`src/rtl/mx4_dequant_pkg.sv`:
```
package mx4_dequant_pkg;
  localparam int ELEM_W  = 4;
  localparam int SCALE_W = 8;
  localparam int WORD_W  = 32;
  localparam logic [WORD_W-1:0] QNAN = 32'h7FC0_0000;

  typedef struct packed {
    logic load;
    logic advance;
  } dqStrobe_t;
endpackage

```
`src/rtl/mx4_dequant_ctrl.sv`:
```
module mx4_dequant_ctrl
  import mx4_dequant_pkg::*;
#(
  parameter int BLOCK_LEN = 32,
  localparam int IDX_W = $clog2(BLOCK_LEN)
) (
  input  logic             clk,
  input  logic             rst_n,
  input  logic             inValid,
  input  logic             outReady,
  output logic             inReady,
  output logic             outValid,
  output logic             outLast,
  output dqStrobe_t        strb,
  output logic [IDX_W-1:0] idx
);
  localparam logic [IDX_W-1:0] LAST_IDX = IDX_W'(BLOCK_LEN - 1);

  logic busy;
  logic atLast;

  assign atLast       = (idx == LAST_IDX);
  assign strb.load    = inValid && !busy;
  assign strb.advance = busy && outReady;
  assign inReady      = !busy;
  assign outValid     = busy;
  assign outLast      = busy && atLast;

  always_ff @(posedge clk or negedge rst_n) begin
    if (!rst_n) begin
      busy <= 1'b0;
      idx  <= '0;
    end else if (strb.load) begin
      busy <= 1'b1;
      idx  <= '0;
    end else if (strb.advance) begin
      if (atLast) busy <= 1'b0;
      else        idx  <= idx + 1'b1;
    end
  end
endmodule

```
`src/rtl/mx4_dequant_dp.sv`:
```
module mx4_dequant_dp
  import mx4_dequant_pkg::*;
#(
  parameter int BLOCK_LEN = 32,
  localparam int IDX_W = $clog2(BLOCK_LEN),
  localparam int PACK_W = BLOCK_LEN * ELEM_W
) (
  input  logic               clk,
  input  logic               rst_n,
  input  dqStrobe_t          strb,
  input  logic [IDX_W-1:0]   idx,
  input  logic [SCALE_W-1:0] inScale,
  input  logic [PACK_W-1:0]  inElems,
  output logic [WORD_W-1:0]  outData
);
  logic [SCALE_W-1:0] scaleReg;
  logic [PACK_W-1:0]  elemReg;
  logic [ELEM_W-1:0]  lanes [BLOCK_LEN];

  always_ff @(posedge clk or negedge rst_n) begin
    if (!rst_n) begin
      scaleReg <= '0;
      elemReg  <= '0;
    end else if (strb.load) begin
      scaleReg <= inScale;
      elemReg  <= inElems;
    end
  end

  for (genvar g = 0; g < BLOCK_LEN; g++) begin : g_lane
    assign lanes[g] = elemReg[g*ELEM_W +: ELEM_W];
  end

  logic [ELEM_W-1:0]  cur;
  logic               sgn;
  logic [1:0]         expFld;
  logic               mant;
  logic signed [9:0]  biased;

  assign cur    = lanes[idx];
  assign sgn    = cur[3];
  assign expFld = cur[2:1];
  // Subnormal 0.5 normalises to 1.0 x 2^-1: zero mantissa, same exponent sum.
  assign mant   = (expFld == 2'd0) ? 1'b0 : cur[0];
  assign biased = $signed({2'b00, scaleReg}) + $signed({8'd0, expFld}) - 10'sd1;

  always_comb begin
    if (cur[2:0] == 3'd0)
      outData = {sgn, 31'd0};
    else if (scaleReg == 8'hFF)
      outData = QNAN;
    else if (biased >= 10'sd255)
      outData = {sgn, 8'hFF, 23'd0};
    else if (biased <= 10'sd0)
      outData = {sgn, 31'd0};
    else
      outData = {sgn, biased[7:0], mant, 22'd0};
  end
endmodule

```
`src/rtl/mx4_dequant.sv`:
```
module mx4_dequant
  import mx4_dequant_pkg::*;
#(
  parameter int BLOCK_LEN = 32,
  localparam int IDX_W = $clog2(BLOCK_LEN),
  localparam int PACK_W = BLOCK_LEN * ELEM_W
) (
  input  logic               clk,
  input  logic               rst_n,
  input  logic               inValid,
  output logic               inReady,
  input  logic [SCALE_W-1:0] inScale,
  input  logic [PACK_W-1:0]  inElems,
  output logic               outValid,
  input  logic               outReady,
  output logic [WORD_W-1:0]  outData,
  output logic               outLast
);
  dqStrobe_t        strb;
  logic [IDX_W-1:0] idx;

  mx4_dequant_ctrl #(.BLOCK_LEN(BLOCK_LEN)) i_ctrl (
    .clk(clk), .rst_n(rst_n), .inValid(inValid), .outReady(outReady),
    .inReady(inReady), .outValid(outValid), .outLast(outLast),
    .strb(strb), .idx(idx)
  );

  mx4_dequant_dp #(.BLOCK_LEN(BLOCK_LEN)) i_dp (
    .clk(clk), .rst_n(rst_n), .strb(strb), .idx(idx),
    .inScale(inScale), .inElems(inElems), .outData(outData)
  );
endmodule

```
`config.mk`:
```
export PLATFORM = sky130hd
export DESIGN_NAME = mx4_dequant
export DESIGN_NICKNAME = d
export VERILOG_FILES = /design/src/rtl/mx4_dequant_pkg.sv /design/src/rtl/mx4_dequant_ctrl.sv /design/src/rtl/mx4_dequant_dp.sv /design/src/rtl/mx4_dequant.sv
export SDC_FILE = /design/constraint.sdc
export NUM_CORES = 1
export LEC_CHECK = 0
export CORE_UTILIZATION = 28
export CTS_CLUSTER_DIAMETER = 40
export DETAILED_ROUTE_END_ITERATION = 8
export HOLD_SLACK_MARGIN = 0.15
export SYNTH_ARGS = -nofsm -noshare
export SYNTH_HDL_FRONTEND = slang
export SYNTH_HIERARCHICAL = 1
export SYNTH_SLANG_ARGS = --single-unit
```
`constraint.sdc`:
```
create_clock -name clk -period 12.2 [get_ports clk]
set_input_delay 1.83 -clock clk [delete_from_list [all_inputs] [get_ports clk]]
set_output_delay 1.83 -clock clk [all_outputs]
set_load 0.01 [all_outputs]
```
==> out/qor.csv <==
metric,value,unit
outcome,finished clean,
critical_path.slowest_cell,dfrtp_2,
critPathLaunch,i_ctrl/idx[1],
reg2reg_from,i_ctrl/idx[1],
rows,58,
clockBufferDepth,2,
cpLargestDelayFamily,compound AO/OA/AOI/OAI gates,
path_max_fanout,28,
p_comb_share,49.7,%
arrival,5.56,ns
critPathKind,reg2out,
die_w,164,um
hp-start,i_dp/elemReg[29],
design_power_total,2710,uW
dpl_worst_slack,5.21,ns
avgViaCountPerCell,4.63,
end_kind,output port,
area_growth,31.0,%
critPathBufInv,2,
syn-cell-area,0.00730,sq mm
grt_pass1_wl,27800,um
report.final.slew_viol_count,0,
worst_pin_slew,1.09,ns
cpMostUsedCell,ha_1,
cts_made_buffers,17,
clock_skew,0.00845,ns
die_area,0.0267,sq mm
nets,831,
ir_worst_vdd,449,uV
path_cells,"mux4_2, nand2_1, and2_0, mux4_1, ha_1, inv_1, ha_1, fa_1, a211oi_1, o21bai_1, a21oi_2, xnor2_1, a41oi_1, nand3b_1, o22ai_1, clkdlybuf4s50_1",
first_pass_iters,5,
holdBufCountCts,0,
internal-power,1740,uW
most-common-layout-cells,"151 x clkdlybuf4s50_1, 141 x dfrtp_1, 128 x mux2_2, 24 x nand2_1, 23 x mux4_2",
syn-mean-instance-area,13.8,sq um
cp.required,10.37,ns
finalHoldViolCount,0,
post_cts_buffers,0,
cp_slowest_stage_delay,0.91,ns
portBuffers,152,
p_per_area,283,mW/mm^2
switching_share,35.6,%
cp-start-kind,register,
clk_pin_slew,0.06,ns
grt_max_degree,82,
clockPowerShare,18.9,%
cts_tree,yes,
setup_slack,4.81,ns
ys_warn_count,6,
finalInstanceArea,0.00957,sq mm
routed_wirelength,17800,um
clock_latency,0.42,ns
io-pin-count,175,
rsz0062_at_grt,no,
core_area,0.0254,sq mm
p_switching,963,uW
die_y,164,um
antenna_found_initial,3,
final_common_cell,clkdlybuf4s50_1,
finalSetupViolations,0,
drt_iter0_drc,235,
relSlewSlack,27.6,%
placed_area,0.00899,sq mm
period_minus_slack,7.39,ns
initial_core_util,28.8,%
drive_gt1_share,29.7,%
tns,0,ns
place_hpwl,12700,um
cap_viol_max_count,0,
cts_root_buf,clkbuf_16,
seqPwrFrac,31.4,%
p_leak,0.00403,uW
vias,4714,
fin_crit_sh,60.6,%
wl_per_cell,17.5,um
max_freq,0.135,GHz
htreeDepth,4,
overflow,0,
final_cells,1019,
drtAntennaViolNets,0,
hold_path.class,reg2reg,
drc,0,
dp_cells,986,
grtUsageTotal,14.1,%
gp_congestion,0.789,
cts_resized,0,
syn-instance-count,528,
clock-sinks,142,
grt_pass1_vias,4934,
==> layer usage <==
| metal | vias to the layer above | routed length (um) | track usage (%) |
|---|---|---|---|
| met3 | 18 | 1100 | 4.42 |
| li1 | 2184 | - | - |
| met1 | 2375 | 8070 | 18.6 |
| met5 | - | 15 | 0 |
| met2 | 135 | 8450 | 22.3 |
| met4 | 2 | 176 | 3.70 |
==> path summary, 6_finish.rpt <==
path                                     end  slack (ns)  cells past startpoint
setup / recovery                 outData[22]        4.81                     16
hold / removal              i_dp/elemReg[29]        0.50                      1
setup reg to reg               i_ctrl/idx[3]        9.97                      6
hold reg to reg             i_dp/elemReg[29]        0.50                      1
max in group asynchronous  i_dp/elemReg[107]        9.44                      2
min in group asynchronous   i_dp/elemReg[57]        1.46                      1
==> state kept, by name, indices dropped and copies added, names as in the netlist <==
signal,flops
i_dp/elemReg,128
i_dp/scaleReg,8
i_ctrl/idx,5
i_ctrl/outValid,1
==> through the flow <==
| stage | utilization (%) | hold slack, ns |
|---|---|---|
| 2_1_floorplan | - | 0.472 |
| 3_3_place_gp | 35.4 | 0.483 |
| 3_5_place_dp | 35.4 | 0.488 |
| 4_1_cts | 37.7 | 0.503 |
| 5_1_grt | 37.7 | 0.506 |
| 6_report | 37.7 | 0.500 |
==> cell type report <==
cell class                 instances  area, sq um
timing repair buffer             157         1560
antenna                            1         2.50
multi-input combinational        341         3400
tap                              330          413
sequential                       142         3550
fill                            2490        15800
clock inverter                    12          125
clock buffer                      20          457
inverter                          16         60.1
==> power groups by stage <==
stage / Clock [uW] / Sequential (uW) / Combinational [uW]
after global routing: 548 / 890 / 1480
after global placement: 0 / 862 / 1330
final: 513 / 851 / 1340
after floorplan: 0 / 784 / 986
after CTS: 529 / 857 / 1350
after detailed placement: 0 / 866 / 1350
Power figures use the tool's default switching activity.
